<file path="src/rtl/irq_combiner_pkg.sv">
// Package: shared constants and helpers for the interrupt combiner.
// Assumes: a single clock domain for everything downstream of the synchronizers.
package irq_combiner_pkg;

    // Default geometry of the pending field.
    localparam int DEF_NUM_IRQ     = 6;
    localparam int DEF_SYNC_STAGES = 2;
    localparam int DEF_FIELD_LSB   = 10;
    localparam int DEF_WORD_W      = 16;

    // Place a pending field into a status word of the given width (all other bits zero).
    function automatic logic [63:0] place_field(input logic [63:0] field, input int lsb);
        return field << lsb;
    endfunction

endpackage

</file>
<file path="src/rtl/irq_sync_chain.sv">
// Module: multi-bit synchronizer chain.
// What it does: passes each bit through STAGES flops clocked by clk.
// Assumes: bits are independent levels; no bus coherency is needed across bits.
module irq_sync_chain #(
    parameter int          W       = 1,
    parameter int          STAGES  = 2,
    parameter logic [W-1:0] RST_VAL = '0
) (
    input  logic         clk,
    input  logic         rst_n,
    input  logic [W-1:0] d_async,
    output logic [W-1:0] q_sync
);

    logic [W-1:0] stage_q [STAGES];

    genvar s;
    generate
        for (s = 0; s < STAGES; s++) begin : g_stage
            if (s == 0) begin : g_first
                // First capture flop of the chain.
                always_ff @(posedge clk) begin
                    if (!rst_n) stage_q[s] <= RST_VAL;
                    else        stage_q[s] <= d_async;
                end
            end else begin : g_next
                // Later flops settle any metastable first-stage value.
                always_ff @(posedge clk) begin
                    if (!rst_n) stage_q[s] <= RST_VAL;
                    else        stage_q[s] <= stage_q[s-1];
                end
            end
        end
    endgenerate

    assign q_sync = stage_q[STAGES-1];

endmodule

</file>
<file path="src/rtl/irq_soft_reg.sv">
// Module: software interrupt register.
// What it does: holds the (NUM_IRQ+1)-bit register, reports a 0-to-1 write of the
// top bit as a one-cycle strobe (combinational, same cycle as the write strobe).
// Assumes: one write port; the read value is the register itself.
module irq_soft_reg #(
    parameter int NUM_IRQ = 6,
    localparam int REG_W  = NUM_IRQ + 1,
    localparam int TOP    = NUM_IRQ
) (
    input  logic             clk,
    input  logic             rst_n,
    input  logic             wr,
    input  logic [REG_W-1:0] wdata,
    output logic [REG_W-1:0] value,
    output logic             top_rise
);

    logic [REG_W-1:0] reg_q;

    // Register update on a write strobe.
    always_ff @(posedge clk) begin
        if (!rst_n)  reg_q <= '0;
        else if (wr) reg_q <= wdata;
    end

    // Detect a write that sets the top bit from 0.
    always_comb begin
        top_rise = wr && wdata[TOP] && !reg_q[TOP];
    end

    assign value = reg_q;

endmodule

</file>
<file path="src/rtl/irq_nmi_pulse.sv">
// Module: non-maskable request pulse former.
// What it does: emits one registered cycle of nmi_req on a falling edge of the
// synchronized active-low pin or on a software rise strobe.
// Assumes: pin_sync is already synchronized; its reset level is high (inactive).
module irq_nmi_pulse (
    input  logic clk,
    input  logic rst_n,
    input  logic pin_sync_n,
    input  logic sw_rise,
    output logic nmi_req
);

    logic prev_n;
    logic fall_now;

    // Remember the last synchronized pin level.
    always_ff @(posedge clk) begin
        if (!rst_n) prev_n <= 1'b1;
        else        prev_n <= pin_sync_n;
    end

    // Falling edge of the active-low pin.
    always_comb begin
        fall_now = prev_n && !pin_sync_n;
    end

    // Register the pulse so it lasts exactly one cycle.
    always_ff @(posedge clk) begin
        if (!rst_n) nmi_req <= 1'b0;
        else        nmi_req <= fall_now || sw_rise;
    end

endmodule

</file>
<file path="src/rtl/irq_merge.sv">
// Module: pending-field merge.
// What it does: ORs each synchronized pin (active low) with its register bit; on
// the top line the strap chooses the pin or the internal timer request.
// Assumes: inputs are all in the clk domain; purely combinational.
module irq_merge #(
    parameter int NUM_IRQ = 6,
    localparam int TOP    = NUM_IRQ - 1
) (
    input  logic [NUM_IRQ-1:0] pin_sync_n,
    input  logic [NUM_IRQ-1:0] soft_bits,
    input  logic               timer_req,
    input  logic               timer_off_sync,
    output logic [NUM_IRQ-1:0] pending
);

    genvar k;
    generate
        for (k = 0; k < NUM_IRQ; k++) begin : g_line
            if (k == TOP) begin : g_top
                // Top line: the strap picks the timer or the pin.
                always_comb begin
                    pending[k] = soft_bits[k] |
                                 (timer_off_sync ? !pin_sync_n[k] : timer_req);
                end
            end else begin : g_plain
                // Ordinary line: pin OR register bit.
                always_comb begin
                    pending[k] = soft_bits[k] | !pin_sync_n[k];
                end
            end
        end
    endgenerate

endmodule

</file>
<file path="src/rtl/irq_combiner.sv">
// Module: interrupt synchronizer and combiner (top).
// What it does: synchronizes the interrupt pins, the non-maskable pin and the
// timer strap, merges them with a software register and drives the pending field,
// a status word holding that field, and a one-cycle non-maskable pulse.
// Assumes: timer_req is already in the clk domain; the strap is quasi-static.
module irq_combiner #(
    parameter int NUM_IRQ     = irq_combiner_pkg::DEF_NUM_IRQ,
    parameter int SYNC_STAGES = irq_combiner_pkg::DEF_SYNC_STAGES,
    parameter int FIELD_LSB   = irq_combiner_pkg::DEF_FIELD_LSB,
    parameter int WORD_W      = irq_combiner_pkg::DEF_WORD_W,
    localparam int REG_W      = NUM_IRQ + 1,
    localparam int SYNC_W     = NUM_IRQ + 2
) (
    input  logic               clk,
    input  logic               rst_n,
    input  logic [NUM_IRQ-1:0] irq_pin_n,
    input  logic               nmi_pin_n,
    input  logic               timer_req,
    input  logic               timer_off,
    input  logic               sw_wr,
    input  logic [REG_W-1:0]   sw_wdata,
    output logic [REG_W-1:0]   sw_rdata,
    output logic [NUM_IRQ-1:0] pend_field,
    output logic [WORD_W-1:0]  cause_word,
    output logic               nmi_req
);

    logic [SYNC_W-1:0]  sync_in;
    logic [SYNC_W-1:0]  sync_out;
    logic [NUM_IRQ-1:0] irq_sync_n;
    logic               nmi_sync;
    logic               strap_sync;
    logic [REG_W-1:0]   soft_val;
    logic               soft_top_rise;

    // Pack every pin and the strap into one synchronizer bus.
    assign sync_in    = {timer_off, nmi_pin_n, irq_pin_n};
    assign irq_sync_n = sync_out[NUM_IRQ-1:0];
    assign nmi_sync   = sync_out[NUM_IRQ];
    assign strap_sync = sync_out[NUM_IRQ+1];

    irq_sync_chain #(
        .W       (SYNC_W),
        .STAGES  (SYNC_STAGES),
        .RST_VAL ({SYNC_W{1'b1}})
    ) u_sync (
        .clk     (clk),
        .rst_n   (rst_n),
        .d_async (sync_in),
        .q_sync  (sync_out)
    );

    irq_soft_reg #(
        .NUM_IRQ (NUM_IRQ)
    ) u_soft (
        .clk      (clk),
        .rst_n    (rst_n),
        .wr       (sw_wr),
        .wdata    (sw_wdata),
        .value    (soft_val),
        .top_rise (soft_top_rise)
    );

    irq_merge #(
        .NUM_IRQ (NUM_IRQ)
    ) u_merge (
        .pin_sync_n     (irq_sync_n),
        .soft_bits      (soft_val[NUM_IRQ-1:0]),
        .timer_req      (timer_req),
        .timer_off_sync (strap_sync),
        .pending        (pend_field)
    );

    irq_nmi_pulse u_nmi (
        .clk        (clk),
        .rst_n      (rst_n),
        .pin_sync_n (nmi_sync),
        .sw_rise    (soft_top_rise),
        .nmi_req    (nmi_req)
    );

    // Place the pending field into the status word; other bits stay zero.
    always_comb begin
        cause_word = '0;
        cause_word[FIELD_LSB +: NUM_IRQ] = pend_field;
    end

    assign sw_rdata = soft_val;

endmodule

</file>
<file path="config.mk">
export PLATFORM = sky130hd
export DESIGN_NAME = irq_combiner
export DESIGN_NICKNAME = d
export VERILOG_FILES = /design/src/rtl/irq_combiner_pkg.sv /design/src/rtl/irq_sync_chain.sv /design/src/rtl/irq_soft_reg.sv /design/src/rtl/irq_nmi_pulse.sv /design/src/rtl/irq_merge.sv /design/src/rtl/irq_combiner.sv
export SDC_FILE = /design/constraint.sdc
export NUM_CORES = 1
export LEC_CHECK = 0
export BUFFER_PORTS_ARGS = -buffer_cell sky130_fd_sc_hd__buf_2
export CORE_AREA = 2 2 51 53
export CTS_BUF_LIST = sky130_fd_sc_hd__clkbuf_4
export DETAILED_ROUTE_END_ITERATION = 12
export DIE_AREA = 0 0 53 55
export PLACE_DENSITY = 0.75
export SLEW_MARGIN = 30
export SYNTH_ARGS = -nofsm -noshare
export SYNTH_HDL_FRONTEND = slang
export SYNTH_HIERARCHICAL = 1
export SYNTH_SLANG_ARGS = --single-unit
</file>
<file path="constraint.sdc">
create_clock -name clk -period 0.82 [get_ports clk]
set_input_delay 0.082 -clock clk [delete_from_list [all_inputs] [get_ports clk]]
set_output_delay 0.082 -clock clk [all_outputs]
set_load 0.02 [all_outputs]
</file>
==> flow_metrics.env, run 1 <==
export IMPL_drt_iter0_markers=3
export IMPL_seqPwrFrac_pct=54.9
export IMPL_clock_latency_ns=0.30
export IMPL_dr_pass1_iters=2
export IMPL_synth_seq_cells=25
export IMPL_syn2layout_area_growth_pct=48.2
export IMPL_ys_types=15
export IMPL_leakage_nw=0.672
export IMPL_die_w_um=53
export IMPL_violations="setup timing"
export IMPL_rsz0062_at_grt="yes"
export IMPL_place_port_buffers=38
export IMPL_ant_nets=0
export IMPL_wl_per_cell_um=10.1
export IMPL_synthCells=87
export IMPL_setup_ws_ns=-0.396
export IMPL_finalHoldViolations=0
export IMPL_multi_input_area_um2=369
export IMPL_root_buffer="clkbuf_4"
export IMPL_clkPwrFrac_pct=23.2
export IMPL_hold_path_class="in -> reg"
export IMPL_worstPathArrival_ns=1.13
export IMPL_setup_violations=20
export IMPL_clk_pin_slew_ns=0.12
export IMPL_critPathCaptureType="primary output"
export IMPL_vias=654
export IMPL_combPwrFrac_pct=21.9
export IMPL_cts_htree_levels=1
export IMPL_std_cell_rows=18
export IMPL_skew_ns=0.000310
export IMPL_grt_pass1_wl_um=2460
export IMPL_synth_top_area_share_pct=53.5
export IMPL_num_antenna_cells=0
export IMPL_die_area_um2=2920
export IMPL_ys_warn_count=6
export IMPL_avgSynthCellArea_um2=10.7
export IMPL_fin_nets=155
export IMPL_drcViolationCount=0
export IMPL_vdd_drop_max_uv=1100
export IMPL_track_usage_pct=11.8
export IMPL_synth_top_area_cell="dfxtp_1"
export IMPL_swShare_pct=25.5
export IMPL_p_per_area_nw_per_um2=1730
export IMPL_cts_inserted_buffers=3
export IMPL_clkSinkCount=25
export IMPL_fin_crit_sh_pct=148
export IMPL_grt_pass1_vias=583
export IMPL_status="finished, violations left"
export IMPL_yosysSeqAreaShare_pct=53.5
export IMPL_setup_tns_ns=-3.28
export IMPL_pre_cts_slack_ns=-0.0590
export IMPL_syn_area_um2=935
export IMPL_io_pins=49
export IMPL_final_min_clock_period_ns=1.22
export IMPL_critPathMaxFanout=2
export IMPL_die_h_um=55
export IMPL_critPathRequiredTime_ns=0.74
export IMPL_critPathKind="reg -> out"
export IMPL_cap_violations=0
export IMPL_r2r_start="u_soft/value[6]$_SDFFE_PN0P_"
export IMPL_cts_tree="done"
export IMPL_crit_start="u_sync/stage_q[1][7]$_SDFF_PN1_"
export IMPL_grt_overflow=0
export IMPL_slew_viol_final=0
export IMPL_wirelength_um=1670
export IMPL_drive_above_1_share_pct=45.2
export IMPL_critPathLaunchType="register"
export IMPL_fill_cells=211
export IMPL_antenna_found_initial=0
export IMPL_timing_fmax_mhz=822
export IMPL_start_util_pct=39.5
export IMPL_vias_per_cell=3.96
export IMPL_finalPower_w=0.00239
export IMPL_regArea_um2=509
export IMPL_grt_max_degree=18
export IMPL_hp_start="sw_wdata[6]"
export IMPL_cts_path_max_buffers=2
export IMPL_dp_hpwl_um=1120
export IMPL_synthTopCellsByArea="dfxtp_1 54%, buf_4 13%, nand2b_1 12%, mux2i_1 6.4%, nor2b_1 4.7%"
export IMPL_power_switching_w=0.000611
export IMPL_core_area_um2=2360
export IMPL_gp_congestion=0.691
export IMPL_p_int_w=0.00178
registers in the layout (all words and copies together) (netlist names):
signal and cells:
u_nmi/nmi_req 1, u_sync/stage_q 16, u_soft/value 7, u_nmi/prev_n 1
cell usage in the layout, fill, tap and decap left out:
cell type,count
a21boi_1,1
a21o_1,1
buf_2,20
buf_4,6
buf_6,19
clkbuf_4,4
conb_1,10
dfxtp_1,18
dfxtp_2,7
dlygate4sd3_1,8
mux2i_1,6
nand2_1,2
nand2b_1,13
nand2b_4,5
nor2_1,1
nor2b_1,7
o21a_1,1
or2_1,1
or2b_1,5
worst max-delay path, cell delays in order, from the launching register on:
cell and delay (ns):
dfxtp_1 0.33, or2_1 0.20, a21o_1 0.16, buf_2 0.15
cells in the mapped netlist:
library cell,instances
buf_2,1
dfxtp_1,25
nor2b_1,7
a21o_1,1
nand2b_1,18
buf_4,16
or2_1,1
or2b_1,5
mux2i_1,6
nand2_1,2
conb_1,1
nor2_1,1
a21boi_1,1
buf_6,1
o21a_1,1
repair_timing:
action,4_1_cts,5_1_grt
hold endpoints to repair,8,0
buffers inserted,2,2
setup endpoints to repair,20,20
gates resized for setup,37,2
hold buffers,8,0
metrics by stage:
stage          cell area [um^2]  util (%)  hold slack, ns  std cells
3_3_place_gp               1130      47.6           0.260        149
6_report                   1390      58.6          0.0265        165
3_5_place_dp               1130      47.6           0.262        149
2_1_floorplan              1020         -           0.155         96
5_1_grt                    1390      58.6          0.0358        165
4_1_cts                    1360      57.6          0.0231        163
power by group through the flow:
stage                     Combinational [W]  Clock, W  Sequential [W]
after floorplan                    0.000307         0         0.00136
after global placement             0.000386         0         0.00133
after detailed placement           0.000393         0         0.00133
after CTS                          0.000511  0.000567         0.00131
after global routing               0.000564  0.000619         0.00132
final                              0.000524  0.000555         0.00131
cell type report:
cell class              count  share of cell area (%)
clock buffers               4                    2.17
multi-input cells          53                    26.6
flip-flops and latches     25                    36.8
well taps                  30                    2.71
repair buffers             53                    31.7
routing by layer:
layer	share of wire [%]	track usage, %	vias up
li1	-	-	337
met1	38	13.8	287
met2	55	20.8	28
met3	6.2	2.42	2
met4	0.48	5.13	0
met5	0	0	-
kinds of logic (layout without fill, tap and decap cells):
| logic type | after synthesis | count (layout) | synth area share, % |
|---|---|---|---|
| other | 1 | 10 | 0.401 |
| DFF | 25 | 25 | 53.5 |
| and+or+nand+nor | 34 | 34 | 22.6 |
| buffers and inverters | 18 | 57 | 14.6 |
| AOI/OAI and AO/OA | 3 | 3 | 2.41 |
| muxes | 6 | 6 | 6.43 |
worst paths after layout:
| path | end | slack [ns] | depth (start not counted) |
|---|---|---|---|
| worst max-delay path | pend_field[5] | -0.40 | 3 |
| worst min-delay path | u_soft/value[6]$_SDFFE_PN0P_ | 0.03 | 3 |
| worst max register to register | u_nmi/nmi_req$_SDFF_PN0_ | 0.06 | 3 |
| worst min register to register | u_sync/stage_q[1][7]$_SDFF_PN1_ | 0.42 | 1 |
Power figures use the tool's default switching activity.
==> run 2: changes to the inputs <==
--- a/config.mk
+++ b/config.mk
@@ -6,11 +6,13 @@
 export NUM_CORES = 1
 export LEC_CHECK = 0
 export BUFFER_PORTS_ARGS = -buffer_cell sky130_fd_sc_hd__buf_2
-export CORE_AREA = 2 2 51 53
+export CELL_PAD_IN_SITES_DETAIL_PLACEMENT = 1
+export CELL_PAD_IN_SITES_GLOBAL_PLACEMENT = 2
+export CORE_AREA = 2 2 67 69
 export CTS_BUF_LIST = sky130_fd_sc_hd__clkbuf_4
 export DETAILED_ROUTE_END_ITERATION = 12
-export DIE_AREA = 0 0 53 55
-export PLACE_DENSITY = 0.75
+export DIE_AREA = 0 0 69 71
+export PLACE_DENSITY_LB_ADDON = 0.1
 export SLEW_MARGIN = 30
 export SYNTH_ARGS = -nofsm -noshare
 export SYNTH_HDL_FRONTEND = slang
==> run 2 against run 1 <==
Compared with the run above: the run still ends with setup timing left; final cell count up 14%; global-route usage down 4.1 points; first-iteration DRC count rose to 7.3 times the previous value.
==> flow_metrics.env, run 2 (synthesis results as in run 1) <==
export IMPL_critPathLaunchType="register"
export IMPL_rrSetupSlack_ns=0.06
export IMPL_cts_path_max_buffers=2
export IMPL_track_usage_pct=7.71
export IMPL_io_pins=49
export IMPL_status="finished, violations left"
export IMPL_critPathKind="reg -> out"
export IMPL_clkPwrFrac_pct=22.8
export IMPL_hold_end="u_soft/value[0]$_SDFFE_PN0P_"
export IMPL_critPathMaxFanout=2
export IMPL_final_min_clock_period_ns=1.24
export IMPL_cts_inserted_buffers=3
export IMPL_grt_pass1_vias=628
export IMPL_place_port_buffers=38
export IMPL_combPwrFrac_pct=22.2
export IMPL_clk_pin_slew_ns=0.14
export IMPL_setup_violations=20
export IMPL_cp_cell_sequence="or2_1 > a21o_1 > buf_2"
export IMPL_antenna_found_initial=0
export IMPL_p_int_w=0.00175
export IMPL_leakage_nw=0.672
export IMPL_fin_util_pct=33.9
export IMPL_slowest_stage="dfxtp_1"
export IMPL_hp_start="sw_wdata[0]"
export IMPL_die_w_um=69
export IMPL_max_flop_register="u_sync/stage_q"
export IMPL_cts_htree_levels=1
export IMPL_skew_ns=0.000788
export IMPL_fin_crit_sh_pct=151
export IMPL_cap_violations=0
export IMPL_finalHoldViolations=0
export IMPL_rsz0062_at_grt="yes"
export IMPL_clkSinkCount=25
export IMPL_grt_max_degree=16
export IMPL_cpPeakStageDelay_ns=0.33
export IMPL_power_switching_w=0.000636
export IMPL_wirelength_um=1780
export IMPL_mostFrequentLayoutCell="buf_2"
export IMPL_swShare_pct=26.7
export IMPL_setup_ws_ns=-0.416
export IMPL_dp_hpwl_um=1290
export IMPL_critPathCaptureType="primary output"
export IMPL_gp_congestion=0.623
export IMPL_clock_latency_ns=0.31
export IMPL_worstPathArrival_ns=1.15
export IMPL_wl_per_cell_um=9.49
export IMPL_critPathRequiredTime_ns=0.74
export IMPL_vdd_drop_max_uv=922
export IMPL_syn2layout_area_growth_pct=52.6
export IMPL_seqPwrFrac_pct=55.0
export IMPL_crit_buf_inv=1
export IMPL_vias_per_cell=3.60
export IMPL_hold_path_class="in -> reg"
export IMPL_root_buffer="clkbuf_4"
export IMPL_violations="setup timing"
export IMPL_finalPower_w=0.00238
export IMPL_start_util_pct=22.2
export IMPL_vias=676
export IMPL_r2r_end="u_nmi/nmi_req$_SDFF_PN0_"
export IMPL_whs_path_depth=3
export IMPL_die_area_um2=4900
export IMPL_largest_reg_flops=16
export IMPL_grt_overflow=0
export IMPL_drive_above_1_share_pct=44.1
export IMPL_num_antenna_cells=0
export IMPL_grt_pass1_wl_um=2980
export IMPL_timing_fmax_mhz=809
export IMPL_p_per_area_nw_per_um2=1670
export IMPL_die_h_um=71
export IMPL_r2r_start="u_soft/value[6]$_SDFFE_PN0P_"
export IMPL_core_area_um2=4200
export IMPL_dr_pass1_iters=4
export IMPL_ant_nets=0
export IMPL_cts_tree="done"
export IMPL_fin_nets=156
export IMPL_reg2regPathDepth=3
export IMPL_slew_viol_final=0
export IMPL_drcViolationCount=0
export IMPL_critPathTopFamily="flip-flops"
export IMPL_drt_iter0_markers=22
export IMPL_std_cell_rows=24
export IMPL_layout_common_cells="21 x buf_2, 20 x buf_6, 18 x dfxtp_1"
==> run 2: changes by cell type in the layout (fill, tap and decap cells not counted) <==
cell and change:
buf_2 +1, buf_4 -3, buf_6 +1, clkbuf_4 -1, clkinvlp_4 +1, dlygate4sd3_1 +2
==> run 2: how the worst max path moves through the flow <==
stage | start | endpoint | slack [ns] | depth (start not counted)
final | u_sync/stage_q[1][7]$_SDFF_PN1_ | pend_field[5] | -0.42 | 3
after detailed placement | u_sync/stage_q[1][7]$_SDFF_PN1_ | pend_field[5] | -0.06 | 3
after global routing | u_sync/stage_q[1][7]$_SDFF_PN1_ | pend_field[5] | -0.50 | 3
after CTS | u_sync/stage_q[1][7]$_SDFF_PN1_ | pend_field[5] | -0.45 | 3
after floorplan | u_sync/stage_q[1][7]$_SDFF_PN1_ | cause_word[15] | -0.13 | 3
after global placement | u_sync/stage_q[1][7]$_SDFF_PN1_ | pend_field[5] | -0.05 | 3
==> run 2: layer usage <==
layer	track usage, %	vias to the layer above	wire length, um
li1	-	340	-
met1	7.37	317	688
met2	15.0	17	1000
met3	3.42	2	73
met4	1.96	0	18
met5	0	-	0
==> run 2: final cells by class <==
type	instances	area (um^2)
Clock inverter	1	7.51
Clock buffer	3	22.5
Tap cell	52	65.1
Fill cell	483	2780
Sequential cell	25	509
Multi-Input combinational cell	53	369
Timing Repair Buffer	54	453
==> run 2: timing repair <==
action                     4_1_cts  5_1_grt
resized for setup               36        3
hold endpoints to repair         9        1
hold buffers                     9        1
setup endpoints to repair       20       20
setup buffers                    1        4
==> run 2: worst register-to-register path, cell delays in order, from the launching register on <==
cell and delay (ns):
dfxtp_2 0.36, buf_4 0.11, nor2_1 0.04, o21a_1 0.17
==> run 2: stage by stage <==
step | hold slack [ns] | cell area, um^2 | TNS (ns) | setup slack [ns] | cells
2_1_floorplan | 0.155 | 1020 | -0.130 | -0.130 | 96
3_3_place_gp | 0.262 | 1140 | -0.0970 | -0.0486 | 169
3_5_place_dp | 0.266 | 1140 | -0.127 | -0.0637 | 169
4_1_cts | 0.00342 | 1380 | -3.92 | -0.454 | 183
5_1_grt | 0.00594 | 1430 | -4.92 | -0.504 | 188
6_report | 0.0284 | 1430 | -3.55 | -0.416 | 188
==> run 2: power groups by stage <==
stage / clock, W / sequential (W) / combinational (W)
floorplan: 0 / 0.00136 / 0.000307
global placement: 0 / 0.00133 / 0.000389
detailed placement: 0 / 0.00133 / 0.000393
CTS: 0.000604 / 0.00131 / 0.000511
global route: 0.000663 / 0.00132 / 0.000568
finish: 0.000543 / 0.00131 / 0.000529
